===== config.mk =====
export PLATFORM = sky130hd
export DESIGN_NAME = xbus_hold_arb
export DESIGN_NICKNAME = d
export VERILOG_FILES = /design/src/rtl/hold_arb_pkg.sv /design/src/rtl/hold_sync.sv /design/src/rtl/hold_fsm.sv /design/src/rtl/bus_gate.sv /design/src/rtl/xbus_hold_arb.sv
export SDC_FILE = /design/constraint.sdc
export NUM_CORES = 1
export LEC_CHECK = 0
export ABC_AREA = 1
export BUFFER_PORTS_ARGS = -buffer_cell sky130_fd_sc_hd__buf_2
export CORE_AREA = 8 8 45 47
export CTS_CLUSTER_SIZE = 16
export DETAILED_ROUTE_END_ITERATION = 10
export DIE_AREA = 0 0 53 55
export PLACE_DENSITY = 0.68
export SYNTH_ARGS = -nofsm -noshare
export SYNTH_HDL_FRONTEND = slang
export SYNTH_HIERARCHICAL = 1
export SYNTH_SLANG_ARGS = --single-unit

===== constraint.sdc =====
create_clock -name clk -period 1.6 [get_ports clk]
set_clock_uncertainty 0.2 [all_clocks]
set_input_delay 0 -clock clk [delete_from_list [all_inputs] [get_ports clk]]
set_output_delay 0 -clock clk [all_outputs]
set_load 0.005 [all_outputs]

===== src/rtl/hold_arb_pkg.sv =====
package hold_arb_pkg;

   // Step budgets of the handshake, counted in clock cycles
   localparam int unsigned RESP_BUDGET = 4;   // request edge -> tri-state / ack drop
   localparam int unsigned GAP_BUDGET  = 2;   // tri-state -> ack, ack drop -> re-drive

   // Cycles the state machine adds after the synchroniser (take-in + act)
   localparam int unsigned FSM_LATENCY = 2;

   typedef enum logic [1:0] {
      ST_OWN      = 2'd0,
      ST_DRAIN    = 2'd1,
      ST_RELEASED = 2'd2,
      ST_RECLAIM  = 2'd3
   } arb_state_t;

endpackage


===== src/rtl/hold_sync.sv =====
module hold_sync #(
   parameter int unsigned STAGES = 2
) (
   input  logic clk,
   input  logic rst_n,
   input  logic d_i,
   output logic q_o
);

   if (STAGES < 2) begin : g_bad_stages
      $error("hold_sync: STAGES must be at least 2");
   end

   logic [STAGES-1:0] chain_q;

   always_ff @(posedge clk or negedge rst_n) begin
      if (!rst_n) chain_q <= '0;
      else        chain_q <= {chain_q[STAGES-2:0], d_i};
   end

   assign q_o = chain_q[STAGES-1];

endmodule


===== src/rtl/hold_fsm.sv =====
module hold_fsm
   import hold_arb_pkg::*;
(
   input  logic clk,
   input  logic rst_n,
   input  logic req_s_i,
   input  logic busy_i,
   output logic drive_o,
   output logic ack_o,
   output logic stall_o
);

   arb_state_t state_q;
   logic       drive_q;
   logic       ack_q;

   always_ff @(posedge clk or negedge rst_n) begin
      if (!rst_n) begin
         state_q <= ST_OWN;
         drive_q <= 1'b1;
         ack_q   <= 1'b0;
      end else begin
         unique case (state_q)
            ST_OWN: begin
               if (req_s_i) state_q <= ST_DRAIN;
            end
            ST_DRAIN: begin
               // committed: a request drop here is ignored
               if (!busy_i) begin
                  drive_q <= 1'b0;
                  state_q <= ST_RELEASED;
               end
            end
            ST_RELEASED: begin
               if (!ack_q) begin
                  ack_q <= 1'b1;
               end else if (!req_s_i) begin
                  ack_q   <= 1'b0;
                  state_q <= ST_RECLAIM;
               end
            end
            ST_RECLAIM: begin
               drive_q <= 1'b1;
               state_q <= ST_OWN;
            end
            default: state_q <= ST_OWN;
         endcase
      end
   end

   assign drive_o = drive_q;
   assign ack_o   = ack_q;
   assign stall_o = (state_q != ST_OWN);

   AST_DRAIN_BEFORE_RELEASE: assert property (@(posedge clk) disable iff (!rst_n)
      $fell(drive_q) |-> !$past(busy_i));
   AST_ACK_ONLY_HIZ: assert property (@(posedge clk) disable iff (!rst_n)
      ack_q |-> !drive_q);
   AST_ACK_AFTER_HIZ: assert property (@(posedge clk) disable iff (!rst_n)
      $rose(ack_q) |-> $past(!drive_q));
   AST_REDRIVE_AFTER_ACK: assert property (@(posedge clk) disable iff (!rst_n)
      $fell(ack_q) |=> drive_q);
   AST_NO_ABORT: assert property (@(posedge clk) disable iff (!rst_n)
      (state_q == ST_DRAIN) |=> (state_q != ST_OWN));
   AST_STALL_WHILE_GRANTED: assert property (@(posedge clk) disable iff (!rst_n)
      ack_q |-> stall_o);

endmodule


===== src/rtl/bus_gate.sv =====
module bus_gate #(
   parameter int unsigned NSIG      = 7,
   parameter bit          GATE_DATA = 1'b1
) (
   input  logic            drive_i,
   input  logic [NSIG-1:0] sig_i,
   input  logic [NSIG-1:0] oe_i,
   output logic [NSIG-1:0] sig_o,
   output logic [NSIG-1:0] oe_o
);

   for (genvar i = 0; i < NSIG; i++) begin : g_line
      assign oe_o[i] = oe_i[i] & drive_i;
      if (GATE_DATA) begin : g_gated
         assign sig_o[i] = sig_i[i] & drive_i;
      end else begin : g_pass
         assign sig_o[i] = sig_i[i];
      end
   end

endmodule


===== src/rtl/xbus_hold_arb.sv =====
module xbus_hold_arb
   import hold_arb_pkg::*;
#(
   parameter int unsigned ADDR_W      = 4,
   parameter int unsigned SYNC_STAGES = 2,
   parameter bit          GATE_DATA   = 1'b1
) (
   input  logic                clk,
   input  logic                rst_n,
   input  logic                hold_req_i,
   input  logic                mst_busy_i,
   input  logic [ADDR_W+2:0]   mst_sig_i,
   input  logic [ADDR_W+2:0]   mst_oe_i,
   output logic                hold_ack_o,
   output logic [ADDR_W+2:0]   bus_sig_o,
   output logic [ADDR_W+2:0]   bus_oe_o,
   output logic                mst_stall_o
);

   localparam int unsigned NSIG = ADDR_W + 3;

   if (ADDR_W < 1) begin : g_bad_width
      $error("xbus_hold_arb: ADDR_W must be at least 1");
   end
   if (SYNC_STAGES + FSM_LATENCY > RESP_BUDGET) begin : g_bad_budget
      $error("xbus_hold_arb: synchroniser depth exceeds the response budget");
   end

   logic req_s;
   logic drive;

   hold_sync #(.STAGES(SYNC_STAGES)) i_sync (
      .clk   (clk),
      .rst_n (rst_n),
      .d_i   (hold_req_i),
      .q_o   (req_s)
   );

   hold_fsm i_fsm (
      .clk     (clk),
      .rst_n   (rst_n),
      .req_s_i (req_s),
      .busy_i  (mst_busy_i),
      .drive_o (drive),
      .ack_o   (hold_ack_o),
      .stall_o (mst_stall_o)
   );

   bus_gate #(.NSIG(NSIG), .GATE_DATA(GATE_DATA)) i_gate (
      .drive_i (drive),
      .sig_i   (mst_sig_i),
      .oe_i    (mst_oe_i),
      .sig_o   (bus_sig_o),
      .oe_o    (bus_oe_o)
   );

   AST_GROUP_HIZ_ON_ACK: assert property (@(posedge clk) disable iff (!rst_n)
      hold_ack_o |-> (bus_oe_o == '0));
   AST_ACK_HOLDS_STALL: assert property (@(posedge clk) disable iff (!rst_n)
      $fell(mst_stall_o) |-> !hold_ack_o);

   if (GATE_DATA) begin : g_gate_chk
      AST_DATA_QUIET: assert property (@(posedge clk) disable iff (!rst_n)
         hold_ack_o |-> (bus_sig_o == '0));
   end

endmodule


# Yosys cells after proc, flatten, opt, wreduce, memory -nomap -nowiden
# Index checks and enable logic that the tools add are counted.
totals:
  memories: 0
  input_bits: 18
  ff_bits: 6
  elab_cells: 39
  output_inout_bits: 16
  romBits: 0
  mem_bits_rw: 0
  latchBits: 0
op_classes:
  reduce_logical: 5
  n_eq_ne: 7
  n_addsub: 0
  n_mux: 9
  n_mul: 0
  div_mod_pow: 0
  bitwise: 14
  order_cmp: 0
  shift: 0
ops:
  columns: ["cell", "count"]
  rows:
  - ["$and 1x1->1", 14]
  - ["$mux 2", 4]
  - ["$pmux 2 s4", 1]
  - ["$ne 2x2->1 const B", 3]
  - ["$eq 2x2->1 const B", 2]
  - ["$reduce_and 4->1", 1]
  - ["$reduce_bool 2->1", 2]
  - ["$mux 1", 3]
  - ["$eq 2x1->1 const B", 1]
  - ["$logic_not 2->1", 1]
  - ["$ne 2x1->1 const B", 1]
  - ["$pmux 1 s2", 1]
  - ["$reduce_and 2->1", 1]

# Longest topological paths before layout
# Gate-level depths: netlist (run 1).
depth:
  ltp_word: 3
  mapped_depth: 8
  ltp_nobuf: 8

# Modules after synthesis
# Netlist (run 1), hierarchy kept.
modules_own_cells:
  columns: ["module", "area_each_um2", "cells_each", "n_inst", "seq_area_each_um2"]
  rows:
  - ["hold_fsm", 270.3, 34, 1, 101.3]
  - ["bus_gate", 116.4, 29, 1, 0.0]
  - ["hold_sync", 50.0, 2, 1, 50.0]

# Worst setup path before layout (run 1)
# No wires, ideal clock.
synth_path:
  kind: "register -> register"
  startpoint: "register i_fsm.state_q[0]"
  endpoint: "register i_fsm.state_q[0]"
  path_stages_with_launch: 9
  setup_ps: 117
  path_slack_ps: 297
  required_ps: 1283
  synth_period_minus_slack_ps: 1303
  arrival_time_ps: 987
  n_path_buf: 0
  path_cell_list: "dfrtp_1 > inv_1 > ha_1 > inv_2 > nand2_1 > nand2_1 > nand2_2 > nand2_1 > nand2_1"
synth_between:
  elab_chain_len: 3
  word_cells_on_any_way: 10
  cone_classes: "eq/ne (7); mux (1); reduce/logical (2)"
synth_lines:
  columns: ["element", "line", "source"]
  rows:
  - ["start, declared", "hold_fsm.sv:13", "arb_state_t state_q;"]
  - ["start signal, assigned", "hold_fsm.sv:19", "state_q <= ST_OWN;"]
  - ["start signal, assigned", "hold_fsm.sv:25", "if (req_s_i) state_q <= ST_DRAIN;"]
  - ["start signal, assigned", "hold_fsm.sv:31", "state_q <= ST_RELEASED;"]
  - ["$eq 2x2->1, or another cell as far along", "hold_fsm.sv:23", "unique case (state_q)"]
  - ["$ne 2x1->1 (no source line) or $ne 2x2->1 (tied branches)", null, null]
  - ["$reduce_and 4->1 (no source line)", null, null]
# Parallel ways exist; a longest one is shown, timed or not.
# A chain may end at the register's enable or synchronous reset.

# Worst setup path in the final report (run 1)
layout_path:
  startpoint: "register i_fsm.state_q[0]"
  endpoint: "register i_fsm.state_q[1]"
# The elaborated chain is that of the path after synthesis.

==> results of run 1 <==
[cells by family (layout without fill, tap and decap cells)]
logic type,count (synthesis),after routing,synth area share
simple gates,30,30,0.298
buf+inv,22,62,0.206
flops,6,6,0.347
fa+ha+maj,4,4,0.115
compound gates,3,3,0.0344
[worst max-delay path, delay by kind of cell (launching register included)]
kind | cells | cell delay [ns]
AND/OR/NAND/NOR | 5 | 0.34
flip-flops | 1 | 0.40
adder cells (fa/ha/maj) | 1 | 0.21
buffers and inverters | 2 | 0.17
[per-stage QoR]
stage | cells | area [um^2] | setup WS (ns) | utilization
after floorplan | 65 | 437 | 0.297 | -
after global placement | 113 | 611 | 0.210 | 0.441
after detailed placement | 113 | 611 | 0.176 | 0.441
after CTS | 121 | 677 | 0.172 | 0.489
after global routing | 121 | 677 | 0.0646 | 0.489
final | 121 | 677 | 0.182 | 0.489
[worst paths after layout]
check | cells after the start | start | to | slack (ns)
max | 8 | i_fsm/state_q[0] | i_fsm/state_q[1] | 0.18
min | 2 | rst_n | i_fsm/drive_o | 0.03
max reg2reg | 8 | i_fsm/state_q[0] | i_fsm/state_q[1] | 0.18
min reg2reg | 0 | i_sync/chain_q[0] | i_sync/chain_q[1] | 0.15
max in group asynchronous | 3 | rst_n | i_sync/chain_q[1] | 0.53
min in group clk | 4 | mst_oe_i[3] | bus_oe_o[3] | 0.05
[flip-flops by register name (all words and copies together) (netlist names)]
register and count:
i_fsm/state_q 2, i_fsm/ack_o 1, i_sync/chain_q 2, i_fsm/drive_o 1
[metal layers]
metal	vias up	global-route usage	part of all wire
met5	-	0	0
met4	0	0.0129	0
met3	0	0.0695	0.30
met2	36	0.127	0.35
met1	213	0.0740	0.35
li1	258	-	-
[synth_stat cells, drive strengths merged]
cell type,number
buf,1
dfrtp,5
dfstp,1
ha,4
inv,21
nand2,26
nand3,2
nor2,2
o21ai,3
[power groups by stage]
stage / clock [mW] / combinational [mW] / sequential (mW)
after floorplan: 0 / 0.377 / 0.273
final: 0.157 / 0.519 / 0.307
after CTS: 0.162 / 0.534 / 0.311
after global placement: 0 / 0.519 / 0.307
after global routing: 0.170 / 0.603 / 0.326
after detailed placement: 0 / 0.525 / 0.313
[final cells by class]
type / count / area share
timing repair buffer: 37 / 0.303
multi-input combinational: 37 / 0.288
sequential: 6 / 0.224
inverter: 21 / 0.116
clock buffer: 4 / 0.0388
tap: 16 / 0.0296
==> Flow_metrics.wiki, run 1 <==
{| class="wikitable"
! Metric !! Value
|-
| Commonest cells after routing, fill and taps aside || sky130_fd_sc_hd__buf_2 (33), sky130_fd_sc_hd__nand2_1 (24), sky130_fd_sc_hd__inv_1 (18)
|-
| Slew at the pin with the worst max-slew slack || 0.220 ns
|-
| Library cell with the largest summed area after synthesis || sky130_fd_sc_hd__dfrtp_1
|-
| Number of hold buffers added after cts || 4
|-
| Mean post-synth cell area || 6.72 um^2
|-
| Core area || 1380 um^2
|-
| Area of the die || 2920 um^2
|-
| Sequential cell area || 151 um^2
|-
| Aggregate global routing overflow || 0
|-
| Setup-failing EPs final || 0
|-
| Power density over the cells || 1450 nW/um^2
|-
| DR pass1 iterations || 2
|-
| Buffer count from post-CTS setup fixing || 0
|-
| Vias per cell || 4.19
|-
| VDD IR max || 0.683 mV
|-
| Clock root buffer || sky130_fd_sc_hd__clkbuf_4
|-
| Fraction of layout cells with a size suffix above 1 || 0.419
|-
| Number of primary I/O pins || 34
|-
| Worst hold slack || 0.0286 ns
|-
| Global-route usage over all layers || 0.0780
|-
| Top-area cell type share of the netlist area || 0.287
|-
| Final nets || 128
|-
| Number of clock sinks seen by CTS || 6
|-
| Number of DRC markers after the initial detailed-route iteration || 3
|-
| Vias in the first global route || 449
|-
| Sequential element share of the synthesized area || 0.347
|-
| Fin. max-slew vios || 0
|-
| Clk pin slew, worst setup/hold paths || 0.05 ns
|-
| Most numerous cell on the critical path || sky130_fd_sc_hd__nand2_1
|-
| Insertion delay to the later sink of the worst-skew pair || 0.25 ns
|-
| Total wire length after detailed routing || 1.13 mm
|-
| Via total after detailed routing || 507
|-
| Cell chain of the critical path || inv_1 > ha_1 > inv_2 > nand2_1 > nand2_1 > nand2_2 > nand2_1 > nand2_1
|-
| Share of total power in the clock network || 0.160
|-
| Arrival time of data at the critical path endpoint || 1.36 ns
|-
| Main area contributors after synthesis || sky130_fd_sc_hd__dfrtp_1 (29%), sky130_fd_sc_hd__nand2_1 (21%), sky130_fd_sc_hd__inv_1 (15%)
|-
| Worst Path Max Fanout || 5
|-
| Worst hold path type || primary input to async pin
|-
| Buffer depth of the longest clock path || 2
|-
| Synth warn || 6
|-
| TritonCTS clock tree || yes
|-
| Data required time of the critical path || 1.54 ns
|-
| Worst setup path category || flip-flop to flip-flop
|-
| Combinational Power Share || 0.528
|-
| Area growth from synthesis to layout || 55.0%
|-
| Initial core utilization || 0.316
|-
| Number of instances in the synthesized netlist || 65
|-
| Die height || 55 um
|-
| Antenna violations before repair || 0
|-
| Area of the mapped netlist || 437 um^2
|-
| Most frequent standard cell in the layout excluding fill and tap cells || sky130_fd_sc_hd__buf_2
|-
| Number of CTS-inserted buffers || 3
|-
| Cell row count || 14
|-
| Fmax || 705 MHz
|-
| Number of routed nets with antenna violations || 0
|-
| Detailed placer's ending HPWL || 962 um
|-
| Leakage power of the design || 0.496 nW
|-
| Worst-path cell with the longest stage delay || sky130_fd_sc_hd__dfrtp_1
|-
| Power consumption || 984 uW
|-
| Crit path capture type || flip-flop
|-
| Total net switching power || 428 uW
|-
| Cell-internal power || 556 uW
|-
| Worst slew margin || 0.853
|-
| Result of the run || completed
|-
| Weighted congestion reported at the end of routability-driven placement || 0.739
|-
| Net switching fraction of the power || 0.435
|-
| Setup repair after global routing missed its margin || no
|-
| Type of element launching the critical path || flip-flop
|-
| Final routed DRC violation total || 0
|-
| Pin count of the biggest net entering global routing || 16
|-
| Minimum clock period || 1.42 ns
|-
| Number of levels in the clock H-tree || 1
|-
| Final clock period utilization by the worst path || 0.886
|-
| Sequential Power Share || 0.312
|-
| Number of antenna repair diodes || 0
|-
| Sum of negative setup slack || 0 ns
|-
| Global-route wire length before repair || 1.73 mm
|-
| Post-CTS resize count || 0
|-
| Post-synthesis cell type count || 12
|-
| I/O Buffers || 33
|-
| Maximum Capacitance Violations || 0
|-
| Horizontal extent of the die || 53 um
|-
| Area used by multi-input combinational logic || 195 um^2
|-
| Average routed wire per standard cell || 9.33 um
|-
| Net count of the mapped netlist || 87
|-
| Peak per-stage delay on the critical path || 0.40 ns
|-
| Post-synthesis sequential element count || 6
|-
| Final hold violations || 0
|-
| FILL cells || 133
|}
Note: power is estimated with default switching activity, not from simulation.
==> run 2: changes to the inputs <==
--- a/config.mk
+++ b/config.mk
@@ -5,13 +5,13 @@
 export SDC_FILE = /design/constraint.sdc
 export NUM_CORES = 1
 export LEC_CHECK = 0
-export ABC_AREA = 1
+export ABC_CLOCK_PERIOD_IN_PS = 1600
 export BUFFER_PORTS_ARGS = -buffer_cell sky130_fd_sc_hd__buf_2
 export CORE_AREA = 8 8 45 47
 export CTS_CLUSTER_SIZE = 16
 export DETAILED_ROUTE_END_ITERATION = 10
 export DIE_AREA = 0 0 53 55
-export PLACE_DENSITY = 0.68
+export PLACE_DENSITY = 0.66
 export SYNTH_ARGS = -nofsm -noshare
 export SYNTH_HDL_FRONTEND = slang
 export SYNTH_HIERARCHICAL = 1
==> Flow_metrics.wiki, run 2 <==
{| class="wikitable"
! Metric !! Value
|-
| Share of flip-flops with an asynchronous set or reset after synthesis || 1.00
|-
| Vias per cell || 4.45
|-
| Die height || 55 um
|-
| Result of the run || finished, violations left
|-
| Worst hold path type || primary input to async pin
|-
| Clk pin slew, worst setup/hold paths || 0.05 ns
|-
| DR pass1 iterations || 3
|-
| Power consumption || 1.15 mW
|-
| Number of levels in the clock H-tree || 1
|-
| Net switching fraction of the power || 0.346
|-
| Leading post-synthesis cells by instance count || sky130_fd_sc_hd__and2_2 (10), sky130_fd_sc_hd__dfrtp_1 (5), sky130_fd_sc_hd__and2_1 (4), sky130_fd_sc_hd__ha_1 (4), sky130_fd_sc_hd__inv_1 (3)
|-
| Via total after detailed routing || 445
|-
| Vias in the first global route || 473
|-
| Total net switching power || 397 uW
|-
| Library cell with the largest summed area after synthesis || sky130_fd_sc_hd__dfrtp_1
|-
| Worst-path cell with the longest stage delay || sky130_fd_sc_hd__dfrtp_1
|-
| Violations in the final reports || setup timing
|-
| Final setup margin || -0.0579 ns
|-
| Cell-internal power || 751 uW
|-
| Worst Path Max Fanout || 3
|-
| Sequential element share of the synthesized area || 0.375
|-
| Data required time of the critical path || 1.53 ns
|-
| FILL cells || 138
|-
| Number of primary I/O pins || 34
|-
| Most frequent cell after synthesis || sky130_fd_sc_hd__and2_2
|-
| TritonCTS clock tree || yes
|-
| Main area contributors after synthesis || sky130_fd_sc_hd__dfrtp_1 (31%), sky130_fd_sc_hd__and2_2 (19%), sky130_fd_sc_hd__ha_1 (12%)
|-
| Aggregate global routing overflow || 0
|-
| Cell row count || 14
|-
| Final nets || 107
|-
| Top-area cell type share of the netlist area || 0.310
|-
| Number of clock sinks seen by CTS || 6
|-
| Post-synthesis cell type count || 16
|-
| Number of antenna repair diodes || 0
|-
| Pin count of the biggest net entering global routing || 17
|-
| Arrival time of data at the critical path endpoint || 1.58 ns
|-
| Sum of negative setup slack || -0.0616 ns
|-
| Number of DRC markers after the initial detailed-route iteration || 3
|-
| Cell chain of the critical path || inv_2 > ha_4 > nor2b_4 > a221o_1 > mux2_4
|-
| Sequential Power Share || 0.253
|-
| Minimum setup slack after placement || -0.0565 ns
|-
| Fin. max-slew vios || 0
|-
| Crit path capture type || flip-flop
|-
| Synth warn || 6
|-
| Buf+Inv Stages, Crit Path || 1
|-
| Area used by multi-input combinational logic || 253 um^2
|-
| Power density over the cells || 1610 nW/um^2
|-
| Leakage power of the design || 0.388 nW
|-
| Minimum clock period || 1.66 ns
|-
| Commonest cells after routing, fill and taps aside || sky130_fd_sc_hd__buf_2 (33), sky130_fd_sc_hd__and2_2 (10), sky130_fd_sc_hd__buf_4 (6)
|-
| Area of the die || 2920 um^2
|-
| Fmax || 603 MHz
|-
| Final routed DRC violation total || 0
|-
| Buffer depth of the longest clock path || 2
|-
| Setup repair after global routing missed its margin || yes
|-
| EDFF count, synth || 0
|-
| Initial core utilization || 0.292
|-
| Combinational Power Share || 0.612
|-
| Net count of the mapped netlist || 60
|-
| VDD IR max || 0.936 mV
|-
| Area of the mapped netlist || 404 um^2
|-
| Total wire length after detailed routing || 1.16 mm
|-
| Final clock period utilization by the worst path || 1.04
|-
| Number of routed nets with antenna violations || 0
|-
| Maximum Capacitance Violations || 0
|-
| Mean post-synth cell area || 10.6 um^2
|-
| Share of total power in the clock network || 0.134
|-
| Global-route usage over all layers || 0.0857
|-
| Worst setup path category || flip-flop to flip-flop
|-
| Slew at the pin with the worst max-slew slack || 0.248 ns
|-
| Clock root buffer || sky130_fd_sc_hd__clkbuf_4
|-
| Peak per-stage delay on the critical path || 0.38 ns
|-
| Prevailing post-synth register cell || sky130_fd_sc_hd__dfrtp_1
|-
| Kind of cell with the highest combined delay on the critical path || flip-flops
|-
| Type of element launching the critical path || flip-flop
|-
| Worst hold slack || 0.0302 ns
|-
| Sequential cell area || 151 um^2
|-
| Setup-failing EPs final || 2
|-
| Antenna violations before repair || 0
|-
| Core area || 1380 um^2
|-
| I/O Buffers || 33
|-
| Worst slew margin || 0.834
|-
| Most frequent standard cell in the layout excluding fill and tap cells || sky130_fd_sc_hd__buf_2
|-
| Registers with the most flip-flops || i_fsm/state_q x2, i_sync/chain_q x2
|-
| Insertion delay to the later sink of the worst-skew pair || 0.25 ns
|-
| Final hold violations || 0
|-
| Weighted congestion reported at the end of routability-driven placement || 0.741
|-
| Area growth from synthesis to layout || 76.2%
|-
| Average routed wire per standard cell || 11.6 um
|-
| Post-synthesis sequential element count || 6
|-
| Fraction of layout cells with a size suffix above 1 || 0.714
|-
| Global-route wire length before repair || 1.85 mm
|-
| Post-Route Utilization || 0.514
|-
| Horizontal extent of the die || 53 um
|-
| Number of CTS-inserted buffers || 3
|-
| Number of instances in the synthesized netlist || 38
|}
==> run 2: kinds of logic (layout without fill, tap and decap cells) <==
logic type	Yosys count	count (layout)	synth area share
and+or+nand+nor	17	17	0.288
DFF	6	6	0.375
adders and majority gates	4	4	0.124
AOI/OAI and AO/OA	4	4	0.0681
buffers and inverters	4	50	0.0557
muxes	3	3	0.0898
==> run 2: stage by stage <==
stage | cells | cell area, um^2
final | 100 | 712
after detailed placement | 89 | 603
after global placement | 89 | 603
after global routing | 100 | 712
after CTS | 99 | 697
after floorplan | 38 | 407
==> run 2: final cells by class <==
class / instances / share of cell area
inverter: 3 / 0.0158
multi-input combinational: 28 / 0.355
tap: 16 / 0.0281
clock buffer: 4 / 0.0369
timing repair buffer: 43 / 0.351
sequential: 6 / 0.213
==> run 2: metal layers <==
metal | global-route usage | wire length (um) | part of all wire
met2 | 0.166 | 556 | 0.48
met4 | 0.0560 | 21 | 0.018
met1 | 0.0617 | 331 | 0.29
met3 | 0.0481 | 250 | 0.22
met5 | 0 | 0 | 0
==> run 2: final timing paths <==
| check | start | to | slack (ns) | depth (start not counted) |
|---|---|---|---|---|
| max | i_fsm/state_q[0] | i_fsm/state_q[1] | -0.06 | 5 |
| min | rst_n | i_fsm/drive_o | 0.03 | 2 |
| max reg2reg | i_fsm/state_q[0] | i_fsm/state_q[1] | -0.06 | 5 |
| min reg2reg | i_sync/chain_q[0] | i_sync/chain_q[1] | 0.16 | 0 |
| max in group asynchronous | rst_n | i_fsm/state_q[0] | 0.51 | 3 |
| min in group clk | mst_oe_i[5] | bus_oe_o[5] | 0.07 | 3 |
==> run 2: timing repair <==
item                                   in CTS  in global routing
hold buffers                                4                  0
gates resized for setup                     3                  1
endpoints found under the hold margin       9                  0
pin swaps                                   2                  1
setup endpoints to repair                   1                  1
buffers inserted                            2                  1
==> run 2: power groups by stage <==
stage / combinational [mW] / clock, mW / sequential [mW]
2_1_floorplan: 0.376 / 0 / 0.269
3_3_place_gp: 0.568 / 0 / 0.291
3_5_place_dp: 0.580 / 0 / 0.295
4_1_cts: 0.657 / 0.162 / 0.291
5_1_grt: 0.787 / 0.178 / 0.304
6_report: 0.703 / 0.154 / 0.291
==> run 2: worst register-to-register path, cell delays in order, from the launching register on <==
cell	delay (ns)
sky130_fd_sc_hd__dfrtp_1	0.38
sky130_fd_sc_hd__inv_2	0.08
sky130_fd_sc_hd__ha_4	0.16
sky130_fd_sc_hd__nor2b_4	0.11
sky130_fd_sc_hd__a221o_1	0.30
sky130_fd_sc_hd__mux2_4	0.31
